[config.mk]
export PLATFORM = sky130hd
export DESIGN_NAME = tr_vote_ctrl
export DESIGN_NICKNAME = d
export VERILOG_FILES = /design/src/rtl/tr_vote_pkg.sv /design/src/rtl/tr_rst_sync.sv /design/src/rtl/tr_result_buf.sv /design/src/rtl/tr_word_vote.sv /design/src/rtl/tr_seq_ctrl.sv /design/src/rtl/tr_vote_ctrl.sv
export SDC_FILE = /design/constraint.sdc
export NUM_CORES = 1
export LEC_CHECK = 0
export ABC_AREA = 1
export BUFFER_PORTS_ARGS = -buffer_cell sky130_fd_sc_hd__buf_2
export CELL_PAD_IN_SITES_DETAIL_PLACEMENT = 1
export CELL_PAD_IN_SITES_GLOBAL_PLACEMENT = 1
export CORE_AREA = 4 4 180 182
export CTS_CLUSTER_DIAMETER = 80
export DETAILED_ROUTE_END_ITERATION = 10
export DIE_AREA = 0 0 184 186
export PLACE_DENSITY = 0.84
export SLEW_MARGIN = 20
export SYNTH_ARGS = -nofsm -noshare
export SYNTH_HDL_FRONTEND = slang
export SYNTH_SLANG_ARGS = --single-unit
[constraint.sdc]
create_clock -name clk -period 2.9 [get_ports clk]
set_input_delay 0.725 -clock clk [delete_from_list [all_inputs] [get_ports clk]]
set_output_delay 0.725 -clock clk [all_outputs]
set_load 0.005 [all_outputs]
[src/rtl/tr_vote_pkg.sv]
package tr_vote_pkg;
  typedef enum logic [2:0] {
    ST_IDLE    = 3'd0,
    ST_RELOAD  = 3'd1,
    ST_START   = 3'd2,
    ST_COLLECT = 3'd3,
    ST_COMMIT  = 3'd4,
    ST_DONE    = 3'd5
  } ctrl_state_e;
endpackage

[src/rtl/tr_rst_sync.sv]
module tr_rst_sync (
  input  logic clk,
  input  logic rst_async_n,
  output logic rst_sync_n
);
  logic [1:0] sync_q;

  always_ff @(posedge clk or negedge rst_async_n) begin
    if (!rst_async_n) sync_q <= 2'b00;
    else              sync_q <= {sync_q[0], 1'b1};
  end

  assign rst_sync_n = sync_q[1];
endmodule

[src/rtl/tr_result_buf.sv]
module tr_result_buf #(
  parameter int DATA_W = 8,
  parameter int DEPTH  = 16,
  parameter int ADDR_W = 4
) (
  input  logic              clk,
  input  logic              wr_en,
  input  logic [ADDR_W-1:0] wr_addr,
  input  logic [DATA_W-1:0] wr_data,
  input  logic [ADDR_W-1:0] rd_addr,
  output logic [DATA_W-1:0] rd_data
);
  logic [DATA_W-1:0] mem_q [DEPTH];

  // storage array: no reset, written only under its enable
  always_ff @(posedge clk) begin
    if (wr_en) mem_q[wr_addr] <= wr_data;
  end

  assign rd_data = mem_q[rd_addr];
endmodule

[src/rtl/tr_word_vote.sv]
module tr_word_vote #(
  parameter int DATA_W = 8
) (
  input  logic [DATA_W-1:0] new_word,
  input  logic [DATA_W-1:0] prim_word,
  input  logic [DATA_W-1:0] cmp_word,
  output logic              agree_prim,
  output logic              agree_any
);
  always_comb begin
    agree_prim = (new_word == prim_word);
    agree_any  = agree_prim | (new_word == cmp_word);
  end
endmodule

[src/rtl/tr_seq_ctrl.sv]
module tr_seq_ctrl
  import tr_vote_pkg::*;
#(
  parameter int N_WORDS  = 16,
  parameter int MAX_RUNS = 3,
  parameter int CNT_W    = 5,
  parameter int RUN_W    = 2
) (
  input  logic             clk,
  input  logic             rst_n,
  input  logic             job_start,
  input  logic             word_take,
  input  logic             run_end,
  input  logic             still_open,
  output ctrl_state_e      state,
  output logic [RUN_W-1:0] run_idx,
  output logic [CNT_W-1:0] word_cnt
);
  ctrl_state_e      state_q, state_d;
  logic [RUN_W-1:0] run_q, run_d;
  logic [CNT_W-1:0] cnt_q, cnt_d;
  logic             ctrl_en;

  always_comb begin
    state_d = state_q;
    run_d   = run_q;
    cnt_d   = cnt_q;
    unique case (state_q)
      ST_IDLE: begin
        if (job_start) begin
          state_d = ST_RELOAD;
          run_d   = RUN_W'(1);
        end
      end
      ST_RELOAD: state_d = ST_START;
      ST_START: begin
        state_d = ST_COLLECT;
        cnt_d   = '0;
      end
      ST_COLLECT: begin
        if (word_take) cnt_d = cnt_q + CNT_W'(1);
        if (run_end) begin
          if ((run_q == RUN_W'(1)) || (still_open && (run_q < RUN_W'(MAX_RUNS)))) begin
            state_d = ST_RELOAD;
            run_d   = run_q + RUN_W'(1);
          end else begin
            state_d = ST_COMMIT;
            cnt_d   = '0;
          end
        end
      end
      ST_COMMIT: begin
        cnt_d = cnt_q + CNT_W'(1);
        if (cnt_q == CNT_W'(N_WORDS - 1)) state_d = ST_DONE;
      end
      ST_DONE: state_d = ST_IDLE;
      default: state_d = ST_IDLE;
    endcase
  end

  assign ctrl_en = (state_q != ST_IDLE) | job_start;

  always_ff @(posedge clk or negedge rst_n) begin
    if (!rst_n) begin
      state_q <= ST_IDLE;
      run_q   <= '0;
      cnt_q   <= '0;
    end else if (ctrl_en) begin
      state_q <= state_d;
      run_q   <= run_d;
      cnt_q   <= cnt_d;
    end
  end

  assign state    = state_q;
  assign run_idx  = run_q;
  assign word_cnt = cnt_q;
endmodule

[src/rtl/tr_vote_ctrl.sv]
module tr_vote_ctrl
  import tr_vote_pkg::*;
#(
  parameter int DATA_W   = 8,
  parameter int N_WORDS  = 16,
  parameter int MAX_RUNS = 3,
  parameter int ADDR_W   = $clog2(N_WORDS)
) (
  input  logic              clk,
  input  logic              rst_n,
  input  logic              job_start,
  output logic              job_done,
  output logic              cfg_reload_req,
  output logic              cu_start,
  input  logic              cu_valid,
  input  logic              cu_last,
  input  logic [ADDR_W-1:0] cu_addr,
  input  logic [DATA_W-1:0] cu_data,
  output logic              om_we,
  output logic [ADDR_W-1:0] om_addr,
  output logic [DATA_W-1:0] om_wdata,
  output logic              mismatch_seen,
  output logic              uncorrectable,
  output logic              proto_err
);
  localparam int CNT_W = $clog2(N_WORDS + 1);
  localparam int RUN_W = $clog2(MAX_RUNS + 1);
  localparam int N_BUF = 2;

  logic              rst_sync_n;
  ctrl_state_e       state;
  logic [RUN_W-1:0]  run_idx;
  logic [CNT_W-1:0]  word_cnt;
  logic [ADDR_W-1:0] idx;
  logic              in_collect, room, word_take, run_end;
  logic              is_run1, is_run2, is_vote, settle;
  logic              agree_prim, agree_any, still_open;
  logic [N_WORDS-1:0] resolved_q, resolved_d;
  logic              rsv_en;
  logic              mis_q, unc_q, prot_q;
  logic              bad_word;
  logic [N_BUF-1:0]  buf_we;
  logic [DATA_W-1:0] buf_rd [N_BUF];

  tr_rst_sync u_rst_sync (
    .clk         (clk),
    .rst_async_n (rst_n),
    .rst_sync_n  (rst_sync_n)
  );

  tr_seq_ctrl #(
    .N_WORDS  (N_WORDS),
    .MAX_RUNS (MAX_RUNS),
    .CNT_W    (CNT_W),
    .RUN_W    (RUN_W)
  ) u_seq (
    .clk        (clk),
    .rst_n      (rst_sync_n),
    .job_start  (job_start),
    .word_take  (word_take),
    .run_end    (run_end),
    .still_open (still_open),
    .state      (state),
    .run_idx    (run_idx),
    .word_cnt   (word_cnt)
  );

  assign idx        = word_cnt[ADDR_W-1:0];
  assign in_collect = (state == ST_COLLECT);
  assign room       = (word_cnt < CNT_W'(N_WORDS));
  assign word_take  = in_collect & cu_valid & room;
  assign run_end    = in_collect & cu_valid & cu_last;
  assign is_run1    = (run_idx == RUN_W'(1));
  assign is_run2    = (run_idx == RUN_W'(2));
  assign is_vote    = (run_idx >= RUN_W'(3));

  // buffer 0 holds the primary run, buffer 1 the comparing run / voted words
  for (genvar g = 0; g < N_BUF; g++) begin : g_buf
    tr_result_buf #(
      .DATA_W (DATA_W),
      .DEPTH  (N_WORDS),
      .ADDR_W (ADDR_W)
    ) u_buf (
      .clk     (clk),
      .wr_en   (buf_we[g]),
      .wr_addr (idx),
      .wr_data (cu_data),
      .rd_addr (idx),
      .rd_data (buf_rd[g])
    );
  end

  tr_word_vote #(.DATA_W(DATA_W)) u_vote (
    .new_word   (cu_data),
    .prim_word  (buf_rd[0]),
    .cmp_word   (buf_rd[1]),
    .agree_prim (agree_prim),
    .agree_any  (agree_any)
  );

  assign settle    = word_take & is_vote & ~resolved_q[idx] & agree_any;
  assign buf_we[0] = word_take & is_run1;
  assign buf_we[1] = (word_take & is_run2) | settle;

  always_comb begin
    resolved_d = resolved_q;
    if ((state == ST_START) && is_run1) resolved_d = '0;
    if (word_take && is_run2)           resolved_d[idx] = agree_prim;
    if (settle)                         resolved_d[idx] = 1'b1;
  end

  assign rsv_en     = word_take | (state == ST_START);
  assign still_open = ~&resolved_d;
  assign bad_word   = in_collect & cu_valid &
                      (~room | (cu_addr != idx) |
                       (cu_last & (word_cnt != CNT_W'(N_WORDS - 1))));

  always_ff @(posedge clk or negedge rst_sync_n) begin
    if (!rst_sync_n) begin
      resolved_q <= '0;
    end else if (rsv_en) begin
      resolved_q <= resolved_d;
    end
  end

  always_ff @(posedge clk or negedge rst_sync_n) begin
    if (!rst_sync_n) begin
      mis_q  <= 1'b0;
      unc_q  <= 1'b0;
      prot_q <= 1'b0;
    end else begin
      if ((state == ST_IDLE) && job_start)      mis_q <= 1'b0;
      else if (run_end && is_run2 && still_open) mis_q <= 1'b1;
      if (run_end && !is_run1 && still_open && (run_idx == RUN_W'(MAX_RUNS)))
        unc_q <= 1'b1;
      if (bad_word) prot_q <= 1'b1;
    end
  end

  assign cfg_reload_req = (state == ST_RELOAD);
  assign cu_start       = (state == ST_START);
  assign om_we          = (state == ST_COMMIT);
  assign om_addr        = idx;
  assign om_wdata       = resolved_q[idx] ? buf_rd[1] : buf_rd[0];
  assign job_done       = (state == ST_DONE);
  assign mismatch_seen  = mis_q;
  assign uncorrectable  = unc_q;
  assign proto_err      = prot_q;
endmodule

==> results of run 1 <==
[worst max-delay path by stage]
stage | startpoint | endpoint | cells after the start
after global routing | u_seq.word_cnt[0] | u_seq.word_cnt[3] | 28
after CTS | u_seq.word_cnt[0] | om_wdata[6] | 14
after detailed placement | u_seq.word_cnt[0] | u_seq.word_cnt[2] | 26
after floorplan | u_seq.word_cnt[0] | g_buf[1].u_buf.mem_q[2][0] | 14
final | u_seq.word_cnt[0] | u_seq.word_cnt[3] | 28
after global placement | u_seq.word_cnt[0] | u_seq.word_cnt[0] | 26
[layout make-up]
class                   instances  area share (%)
flip-flops and latches        287            47.3
well taps                     396            2.77
repair buffers                238            13.4
inverters                     224            4.78
multi-input cells             953            26.0
clock inverters                16           0.650
clock buffers                  44            5.08
repair inverters                1          0.0489
[metal layers]
layer / vias to the layer above / global-route usage [%]
met2: 1036 / 52.5
met3: 396 / 6.41
li1: 5254 / -
met4: 0 / 16.3
met5: - / 0
met1: 6287 / 35.9
[sequential cells by signal, indices dropped and copies added (netlist names)]
name               count
g_buf.u_buf.mem_q    256
resolved_q            16
u_seq.word_cnt         5
u_seq.state            3
u_rst_sync.sync_q      2
u_seq.run_idx          2
mismatch_seen          1
proto_err              1
uncorrectable          1
[kinds of logic after synthesis]
group	synth area share (%)
and+or+nand+nor	24.2
DFF	61.6
adders and majority gates	0.728
xor gates and xnor gates	0.319
buffers and inverters	9.07
other	0.0273
AOI/OAI and AO/OA	4.03
[power groups by stage]
stage | Combinational, mW | Sequential [mW] | Clock (mW)
final | 8.70 | 4.77 | 4.18
after global routing | 9.02 | 4.78 | 4.39
after CTS | 7.08 | 4.75 | 4.07
after detailed placement | 6.21 | 4.83 | 0
after global placement | 5.87 | 4.82 | 0
after floorplan | 3.32 | 4.80 | 0
[cell usage after synthesis (2+ instances only)]
library cell,instances
nand3b_1,2
a21oi_1,16
nand3_1,88
nor2_2,5
nand4_1,4
clkbuf_1,9
buf_4,14
or2_2,2
nand2_1,550
o21ai_0,46
xor2_1,5
o21ai_1,29
nor2_4,3
o22ai_1,6
nor3_1,8
a31oi_1,3
ha_1,8
nand2_2,3
nor2_1,167
inv_1,221
buf_2,30
edfxtp_1,256
buf_6,10
inv_2,2
dfrtp_1,31
[cells in the final DEF (no fill, tap or decap), types with 2 or more instances in the layout]
| master | netlist | layout |
|---|---|---|
| a21oi_1 | 16 | 15 |
| a31oi_2 | 0 | 2 |
| buf_12 | 0 | 27 |
| buf_16 | 0 | 3 |
| buf_2 | 30 | 35 |
| buf_4 | 14 | 137 |
| buf_6 | 10 | 21 |
| buf_8 | 0 | 4 |
| clkbuf_1 | 9 | 9 |
| clkbuf_16 | 0 | 44 |
| clkinv_1 | 1 | 8 |
| clkinv_2 | 0 | 2 |
| clkinv_4 | 0 | 2 |
| clkinvlp_4 | 0 | 2 |
| dfrtp_1 | 31 | 29 |
| edfxtp_1 | 256 | 256 |
| ha_1 | 8 | 8 |
| inv_1 | 221 | 216 |
| inv_2 | 2 | 5 |
| inv_6 | 0 | 3 |
| nand2_1 | 550 | 464 |
| nand2_2 | 3 | 82 |
| nand2_4 | 1 | 7 |
| nand3_1 | 88 | 71 |
| nand3_2 | 0 | 15 |
| nand3_4 | 0 | 2 |
| nand3b_1 | 2 | 2 |
| nand4_1 | 4 | 4 |
| nor2_1 | 167 | 128 |
| nor2_2 | 5 | 31 |
| nor2_4 | 3 | 16 |
| nor3_1 | 8 | 6 |
| nor3_2 | 0 | 2 |
| o21ai_0 | 46 | 27 |
| o21ai_1 | 29 | 38 |
| o21ai_2 | 1 | 9 |
| o21ai_4 | 0 | 2 |
| o22ai_1 | 6 | 6 |
| or2_2 | 2 | 2 |
| xor2_1 | 5 | 5 |
[through the flow]
| step | util, % | setup TNS, ns |
|---|---|---|
| 2_1_floorplan | - | 0 |
| 3_3_place_gp | 50.7 | -9.53 |
| 3_5_place_dp | 50.7 | -32.27 |
| 4_1_cts | 55.8 | -22.92 |
| 5_1_grt | 58.5 | -83.88 |
| 6_report | 58.5 | -71.48 |
[timing repair]
action,CTS,global route
endpoints found under the setup margin,148,152
resized for setup,98,159
hold buffers,1,0
gates cloned,6,11
buffers inserted,11,22
pin swaps,16,57
hold endpoints to repair,2,0
==> impl_metrics.csv, run 1 <==
group,metric,value,unit
placement,pre_cts_ws,-0.561,ns
placement,dp_hpwl,30400,um
detailed_routing,ant_nets,0,
setup_path,required,3.29,ns
setup_path,path_buf_inv,4,
yosys,avgSynthCellArea,8.99,sq um
layout,multi_input_area,4650,sq um
setup_path,path_class,"reg2reg",
pwr,p_clk_share,23.7,%
yosys,synth.area.top_cells,"edfxtp_1 56%, nand2_1 15%, inv_1 6.0%",
pwr,p_int,10.3,mW
detailed_routing,highest_layer,"met4",
yosys,synth_ff_type,"edfxtp_1",
clocking,cts-root-buf,"clkbuf_16",
placement,gp_congestion,0.863,
yosys,ys_seq_area_share,61.6,%
clocking,cts_tree,"done",
setup_path,arrival,4.13,ns
layout,diodes,0,
setup_path,critPathSlowestCell,"dfrtp_4",
outcome,violations,"setup timing",
layout,final_cells,2159,
sta,period_needed,3.73,ns
floorplanning,core_area,30600,sq um
sta,fin_skew,0.0398,ns
pwr,leakage,7.85,nW
clocking,cts_max_level,2,
sta,finalHoldViolations,0,
sta,slew-limit-headroom,52.6,%
pwr,p_switching,7.38,mW
yosys,syn_nets,1553,
placement,portBuffers,35,
job,max-cap-violations,0,
pwr,power_switching_share,41.8,%
global_routing,grt.overflow.total,0,
setup_path,cpLargestDelayFamily,"simple AND/OR/NAND/NOR gates",
floorplanning,die_w,184,um
layout,drive_gt1_share,26.4,%
sta,post-route-period-util,129,%
yosys,synthCells,1528,
global_routing,grt_pass1_vias,13200,
clocking,clk_path_buf_depth,3,
clocking,clock_latency,0.54,ns
detailed_routing,post-route-drc-count,0,
pwr,comb_power_share,49.3,%
detailed_routing,post_drt_wl_per_cell,27.7,um
floorplanning,pin_count,36,
placement,place_inst,2053,
setup_path,reg2regPathDepth,28,
floorplanning,fp.dieH,186,um
layout,fin_nets,1764,
layout,area_delta_synth_final,30.2,%
pwr,ir_drop,547,uV
setup_path,slowest_delay,0.57,ns
sta,setup_viol,156,
yosys,synth_seq_cells,287,
floorplanning,rows,64,
placement,placed_area,15500,sq um
sta,max_freq,0.268,GHz
yosys,syn_area,13700,sq um
setup_path,crit_path_end_kind,"flop",
sta,slew_viol_final,0,
global_routing,grt_pass1_wl,78600,um
layout,stdcell_area,17900,sq um
setup_path,path_max_fanout,9,
layout,area.sequential,8470,sq um
detailed_routing,met2_length,28000,um
sta,holdWs,0.241,ns
global_routing,grt_max_degree,30,
global_routing,grt.total_usage,30.5,%
detailed_routing,wl_met1,20600,um
yosys,synth_warnings,0,
detailed_routing,vias_per_cell,6.01,
sta,fin_ws,-0.835,ns
pwr,seqPwrFrac,27.0,%
sta,worst_pin_slew,0.709,ns
layout,fillers,3407,
setup_path,setup.worst_path.start_class,"flop",
clocking,clk_pin_slew,0.07,ns
detailed_routing,wl,59800,um
yosys,synth_top_area_cell,"edfxtp_1",
yosys,synth_edf_count,256,
outcome,outcome,"complete, but fails checks",
setup_path,r2r_slack,-0.83,ns
setup_path,r2r_start,"u_seq.word_cnt[0]",
clocking,cts.sinks,287,
pwr,powerDensity,987,nW/um^2
sta,rsz0062_at_grt,"true",
pwr,totalPowerFinal,17.7,mW
detailed_routing,wl_met3,5830,um
floorplanning,initial_utilization,44.9,%
detailed_routing,vias,13000,
global_routing,antenna_found_initial,0,
worst_hold_path,hold_class,"reg2async",
detailed_routing,dr.first_iter.drc_count,1615,
yosys,synth-async-reset-ratio,10.8,%
floorplanning,die_area,34200,sq um
detailed_routing,dr.pass1.iters,7,
clocking,numCtsBuffers,34,
setup_path,reg2reg_to,"u_seq.word_cnt[3]",
yosys,synthDominantCellAreaShare,55.9,%
yosys,synth_cell_type_count,35,
Note: power is estimated with default switching activity, not from simulation.
==> run 2, diff against run 1 <==
--- a/config.mk
+++ b/config.mk
@@ -9,11 +9,11 @@
 export BUFFER_PORTS_ARGS = -buffer_cell sky130_fd_sc_hd__buf_2
 export CELL_PAD_IN_SITES_DETAIL_PLACEMENT = 1
 export CELL_PAD_IN_SITES_GLOBAL_PLACEMENT = 1
-export CORE_AREA = 4 4 180 182
+export CORE_AREA = 4 4 173 175
 export CTS_CLUSTER_DIAMETER = 80
 export DETAILED_ROUTE_END_ITERATION = 10
-export DIE_AREA = 0 0 184 186
-export PLACE_DENSITY = 0.84
+export DIE_AREA = 0 0 177 179
+export PLACE_DENSITY = 0.89
 export SLEW_MARGIN = 20
 export SYNTH_ARGS = -nofsm -noshare
 export SYNTH_HDL_FRONTEND = slang
==> constraint.sdc (replaced) <==
create_clock -name clk -period 2.9 [get_ports clk]
set_input_delay 0.725 -clock clk [delete_from_list [all_inputs] [get_ports clk]]
set_output_delay 0.725 -clock clk [all_outputs]
set_load 0.05 [all_outputs]
==> run 2 against run 1 <==
  * The run still ends with setup timing left
  * Largest power group unchanged
  * Critical path depth unchanged
  * Highest routed layer is now met5
  * Register-to-register slack lost 1.1 ns
  * Worst hold slack improved by 0.084 ns
  * Critical endpoint is now u_seq.word_cnt[1]
  * Count of clock-buffer cells in the layout fell by 13
==> impl_metrics.csv, run 2 (same netlist as run 1, synthesis figures left out) <==
group,metric,value,unit
sta,rsz0062_at_grt,"true",
clocking,cts.sinks,287,
floorplanning,pin_count,36,
worst_hold_path,hold_class,"in2reg",
setup_path,r2r_slack,-1.89,ns
sta,post-route-period-util,165,%
clocking,cts-root-buf,"clkbuf_16",
layout,largest_register,"g_buf.u_buf.mem_q",
sta,slew-limit-headroom,31.4,%
layout,fin_nets,1759,
clocking,cts_max_level,1,
pwr,power_switching_share,47.3,%
detailed_routing,post_drt_wl_per_cell,36.1,um
placement,portBuffers,35,
outcome,outcome,"complete, but fails checks",
layout,area_delta_synth_final,35.7,%
clocking,numCtsBuffers,30,
clocking,clock_latency,0.62,ns
detailed_routing,dr.pass1.iters,7,
detailed_routing,wl,77500,um
detailed_routing,post-route-drc-count,0,
sta,fin_ws,-1.89,ns
floorplanning,die_w,177,um
clocking,clk_pin_slew,0.08,ns
pwr,p_switching,9.98,mW
pwr,p_int,11.1,mW
pwr,powerDensity,1130,nW/um^2
sta,setup_viol,171,
pwr,comb_power_share,55.2,%
job,max-cap-violations,0,
detailed_routing,vias,14500,
layout,final_common_cell,"nand2_1",
floorplanning,initial_utilization,48.3,%
setup_path,required,3.38,ns
worst_hold_path,min_path_cells,2,
setup_path,path_max_fanout,17,
global_routing,grt.total_usage,40.9,%
outcome,violations,"setup timing",
detailed_routing,ant_nets,0,
global_routing,grt.overflow.total,0,
detailed_routing,dr.first_iter.drc_count,2566,
sta,holdWs,0.325,ns
pwr,ir_drop,682,uV
sta,setup-tns-final,-204.67,ns
detailed_routing,vias_per_cell,6.77,
pwr,totalPowerFinal,21.1,mW
pwr,leakage,8.05,nW
floorplanning,die_area,31700,sq um
clocking,clk_path_buf_depth,3,
setup_path,crit_path_end_kind,"flop",
global_routing,grt_max_degree,44,
sta,worst_pin_slew,1.03,ns
layout,drive_gt1_share,31.3,%
setup_path,crit_path_frequent_cell,"nand2_1",
sta,fin_skew,0.0348,ns
setup_path,reg2reg_to,"u_seq.word_cnt[1]",
sta,max_freq,0.209,GHz
layout,largest_reg_flops,256,
worst_hold_path,min_to,"mismatch_seen",
floorplanning,rows,62,
setup_path,setup.worst_path.start_class,"flop",
layout,final_cell_mix,"413 x nand2_1, 256 x edfxtp_1, 216 x inv_1",
setup_path,reg2regPathDepth,28,
clocking,cts_tree,"done",
global_routing,grt_pass1_vias,14300,
placement,dp_hpwl,31500,um
setup_path,r2r_start,"u_seq.word_cnt[0]",
placement,pre_cts_ws,-0.696,ns
layout,fillers,3045,
floorplanning,core_area,28500,sq um
setup_path,arrival,5.26,ns
sta,slew_viol_final,0,
sta,period_needed,4.79,ns
setup_path,path_class,"reg2reg",
placement,gp_congestion,0.913,
worst_hold_path,worstHoldStart,"job_start",
pwr,p_clk_share,22.2,%
floorplanning,fp.dieH,179,um
pwr,seqPwrFrac,22.6,%
sta,finalHoldViolations,0,
setup_path,critPathSlowestCell,"dfrtp_4",
global_routing,antenna_found_initial,5,
global_routing,grt_pass1_wl,94600,um
setup_path,slowest_delay,0.53,ns
-- run 2: worst max-delay path by stage --
stage | startpoint | endpoint | slack [ns] | cells after the start
after global placement | u_seq.word_cnt[0] | u_seq.word_cnt[0] | -0.41 | 26
after floorplan | u_seq.word_cnt[0] | om_wdata[5] | -0.08 | 11
after detailed placement | u_seq.word_cnt[0] | u_seq.word_cnt[0] | -0.70 | 25
after CTS | u_seq.word_cnt[0] | u_seq.word_cnt[0] | -0.64 | 29
final | u_seq.word_cnt[0] | u_seq.word_cnt[1] | -1.89 | 28
after global routing | u_seq.word_cnt[0] | u_seq.run_idx[0] | -1.78 | 28
-- run 2: critical path, delay by kind of cell, from the launching register on --
family | cells | cell delay, ns
flip-flops | 1 | 0.53
AND/OR/NAND/NOR | 22 | 3.06
AO/OA/AOI/OAI | 2 | 0.35
buffers and inverters | 4 | 0.67
-- run 2: repair_timing --
item | in CTS | in global routing
hold endpoints to repair | 2 | 0
buffers inserted | 26 | 24
pin swaps | 15 | 89
resized for setup | 237 | 176
setup endpoints to repair | 156 | 179
hold buffers | 1 | 0
cloned | 13 | 4
-- run 2: final cells by class --
type                       instances  area (sq um)  area share (%)
sequential                       287          8470            45.4
timing repair buffer             236          2550            13.7
multi-input combinational        954          5170            27.7
clock buffer                      31           776            4.16
antenna                            2          5.00          0.0268
timing repair inverter             1          8.76          0.0470
clock inverter                    25           324            1.74
tap                              384           480            2.58
inverter                         224           867            4.65
-- run 2: power groups by stage --
stage                     clock network (mW)  logic [mW]  registers, mW
after CTS                               4.38        9.03           4.78
after global routing                    4.77        11.7           4.78
after floorplan                            0        4.19           4.84
final                                   4.69        11.7           4.77
after global placement                     0        6.48           4.82
after detailed placement                   0        6.94           4.84
-- run 2: layer usage --
layer  vias up  track usage (%)  wire (um)
met3       688             12.2      11900
li1       5265                -          -
met2      1721             65.3      32400
met1      6841             48.8      24700
met5         -                0         78
met4         6             25.7       8490
-- run 2: metrics by stage --
| step | instances | cell area, sq um | util [%] |
|---|---|---|---|
| floorplan | 1528 | 13800 | - |
| global placement | 2024 | 15300 | 53.9 |
| detailed placement | 2024 | 15300 | 53.9 |
| CTS | 2119 | 17800 | 62.6 |
| global route | 2142 | 18600 | 65.5 |
| finish | 2144 | 18700 | 65.5 |
==> run 3, diff against run 2 <==
--- a/config.mk
+++ b/config.mk
@@ -9,10 +9,10 @@
 export BUFFER_PORTS_ARGS = -buffer_cell sky130_fd_sc_hd__buf_2
 export CELL_PAD_IN_SITES_DETAIL_PLACEMENT = 1
 export CELL_PAD_IN_SITES_GLOBAL_PLACEMENT = 1
-export CORE_AREA = 4 4 173 175
+export CORE_AREA = 5 5 174 176
 export CTS_CLUSTER_DIAMETER = 80
 export DETAILED_ROUTE_END_ITERATION = 10
-export DIE_AREA = 0 0 177 179
+export DIE_AREA = 0 0 179 181
 export PLACE_DENSITY = 0.89
 export SLEW_MARGIN = 20
 export SYNTH_ARGS = -nofsm -noshare
==> constraint.sdc (replaced) <==
create_clock -name clk -period 2.9 [get_ports clk]
set_input_delay 0.725 -clock clk [delete_from_list [all_inputs] [get_ports clk]]
set_output_delay 0.725 -clock clk [all_outputs]
set_load 0.1 [all_outputs]
==> run 3 against run 2 <==
  * The run still ends with setup timing left
  * Utilization up 0.73 points
  * Wire length down 3.0%
  * Power up 3.7%
  * Clock skew down 0.010 ns
  * Largest cell class unchanged
  * Clock power down 9.6%
  * First-iteration DRC count down 1.3%
  * Critical path depth down 1
  * Via count down 1.1%
  * Critical path type unchanged
==> impl_metrics.csv, run 3 (same netlist as run 1, synthesis figures left out) <==
group,metric,value,unit
outcome,outcome,"complete, but fails checks",
outcome,violations,"setup timing",
clocking,cts.sinks,287,
placement,pre_cts_ws,-0.641,ns
floorplanning,core_area,28500,sq um
sta,slew_viol_final,0,
setup_path,reg2reg_to,"u_seq.state[0]",
clocking,cts-root-buf,"clkbuf_16",
worst_hold_path,min_to,"mismatch_seen",
global_routing,grt.overflow.total,0,
detailed_routing,post_drt_wl_per_cell,34.8,um
setup_path,arrival,4.97,ns
setup_path,required,3.34,ns
clocking,clock_latency,0.59,ns
setup_path,path_buf_inv,4,
setup_path,reg2regPathDepth,27,
floorplanning,fp.dieH,181,um
detailed_routing,dr.first_iter.drc_count,2533,
sta,setup_viol,171,
floorplanning,rows,62,
clocking,numCtsBuffers,31,
setup_path,slowest_delay,0.55,ns
sta,worst_pin_slew,1.06,ns
job,max-cap-violations,0,
pwr,totalPowerFinal,21.9,mW
floorplanning,initial_utilization,48.3,%
worst_hold_path,min_path_cells,2,
pwr,leakage,8.20,nW
layout,fin_nets,1775,
detailed_routing,vias,14400,
layout,area_delta_synth_final,37.2,%
pwr,powerDensity,1160,nW/um^2
placement,place_inst,2031,
detailed_routing,post-route-drc-count,0,
placement,gp_congestion,0.923,
setup_path,crit_path_end_kind,"flop",
sta,max_freq,0.220,GHz
sta,rsz0062_at_grt,"true",
setup_path,critPathSlowestCell,"dfrtp_4",
worst_hold_path,worstHoldStart,"job_start",
floorplanning,die_area,32400,sq um
global_routing,grt_pass1_vias,14300,
layout,final_common_cell,"nand2_1",
detailed_routing,ant_nets,0,
detailed_routing,vias_per_cell,6.65,
sta,post-route-period-util,157,%
placement,portBuffers,35,
pwr,ir_drop,761,uV
layout,fin_util,66.2,%
sta,fin_skew,0.0244,ns
clocking,cts_tree,"done",
worst_hold_path,hold_class,"in2reg",
detailed_routing,wl,75200,um
sta,fin_ws,-1.64,ns
global_routing,grt_max_degree,32,
sta,slew-limit-headroom,28.8,%
setup_path,cp-startpoint,"u_seq.word_cnt[0]",
clocking,clk_pin_slew,0.07,ns
placement,dp_hpwl,31900,um
clocking,cts_max_level,1,
setup_path,setup.worst_path.start_class,"flop",
setup_path,cpLargestDelayFamily,"simple AND/OR/NAND/NOR gates",
layout,drive_gt1_share,34.2,%
floorplanning,pin_count,36,
setup_path,path_max_fanout,8,
sta,finalHoldViolations,0,
setup_path,path_class,"reg2reg",
sta,setup-tns-final,-198.75,ns
layout,final_cells,2159,
setup_path,r2r_slack,-1.64,ns
setup_path,r2r_start,"u_seq.word_cnt[0]",
detailed_routing,dr.pass1.iters,8,
sta,period_needed,4.54,ns
clocking,clk_path_buf_depth,3,
layout,final_cell_mix,"392 x nand2_1, 256 x edfxtp_1, 213 x inv_1",
global_routing,antenna_found_initial,3,
floorplanning,die_w,179,um
layout,largest_register,"g_buf.u_buf.mem_q",
global_routing,grt.total_usage,38.4,%
layout,largest_reg_flops,256,
global_routing,grt_pass1_wl,92600,um
## run 3: changes by cell type in the layout (fill, tap and decap cells not counted), moves of 6 or more
cell     before  now
buf_12       30   38
buf_16       11    5
buf_4       126  138
nand2_1     413  392
nand2_2     114  136
nand3_1      67   59
nand3_2      17   24
nor2_1      121  113
## run 3: area by class of cell
class	instances	area, sq um
inverters	224	856
flip-flops and latches	287	8470
clock inverters	20	181
multi-input cells	955	5350
fillers	3051	9610
repair buffers	251	2700
diodes	1	2.50
clock buffers	37	818
well taps	384	480
## run 3: metrics by stage
stage          hold slack (ns)  instance area, sq um
2_1_floorplan            0.331                 13900
3_3_place_gp             0.339                 15500
3_5_place_dp             0.338                 15500
4_1_cts                  0.324                 17300
5_1_grt                  0.328                 18900
6_report                 0.325                 18900
## run 3: worst max path at each step
| stage | endpoint | slack (ns) | depth (start not counted) |
|---|---|---|---|
| detailed placement | u_seq.word_cnt[0] | -0.64 | 26 |
| floorplan | om_wdata[5] | -0.17 | 11 |
| global route | u_seq.state[0] | -1.55 | 27 |
| finish | u_seq.state[0] | -1.64 | 27 |
| global placement | u_seq.word_cnt[0] | -0.35 | 25 |
| CTS | u_seq.word_cnt[0] | -0.60 | 25 |
## run 3: where the power goes
part	total (mW)	switching (mW)	leakage [nW]	internal [mW]
clock	4.24	1.96	0.500	2.28
sequential	4.79	0.151	2.71	4.64
combinational	12.9	8.49	4.99	4.37
## run 3: what timing repair did
item                       4_1_cts  5_1_grt
hold buffers                     1        0
cloned                           6        9
hold endpoints to repair         2        0
setup buffers                   26       28
setup endpoints to repair      149      164
gates resized for setup        119      324
pin swaps                       35       97
## run 3: metal layers
layer / global-route usage (%) / vias to the layer above / wire length (um)
met2: 60.5 / 1662 / 31900
met3: 9.32 / 648 / 10500
met5: 0 / - / 13
met1: 46.8 / 6768 / 24100
li1: - / 5283 / -
met4: 25.1 / 2 / 8690
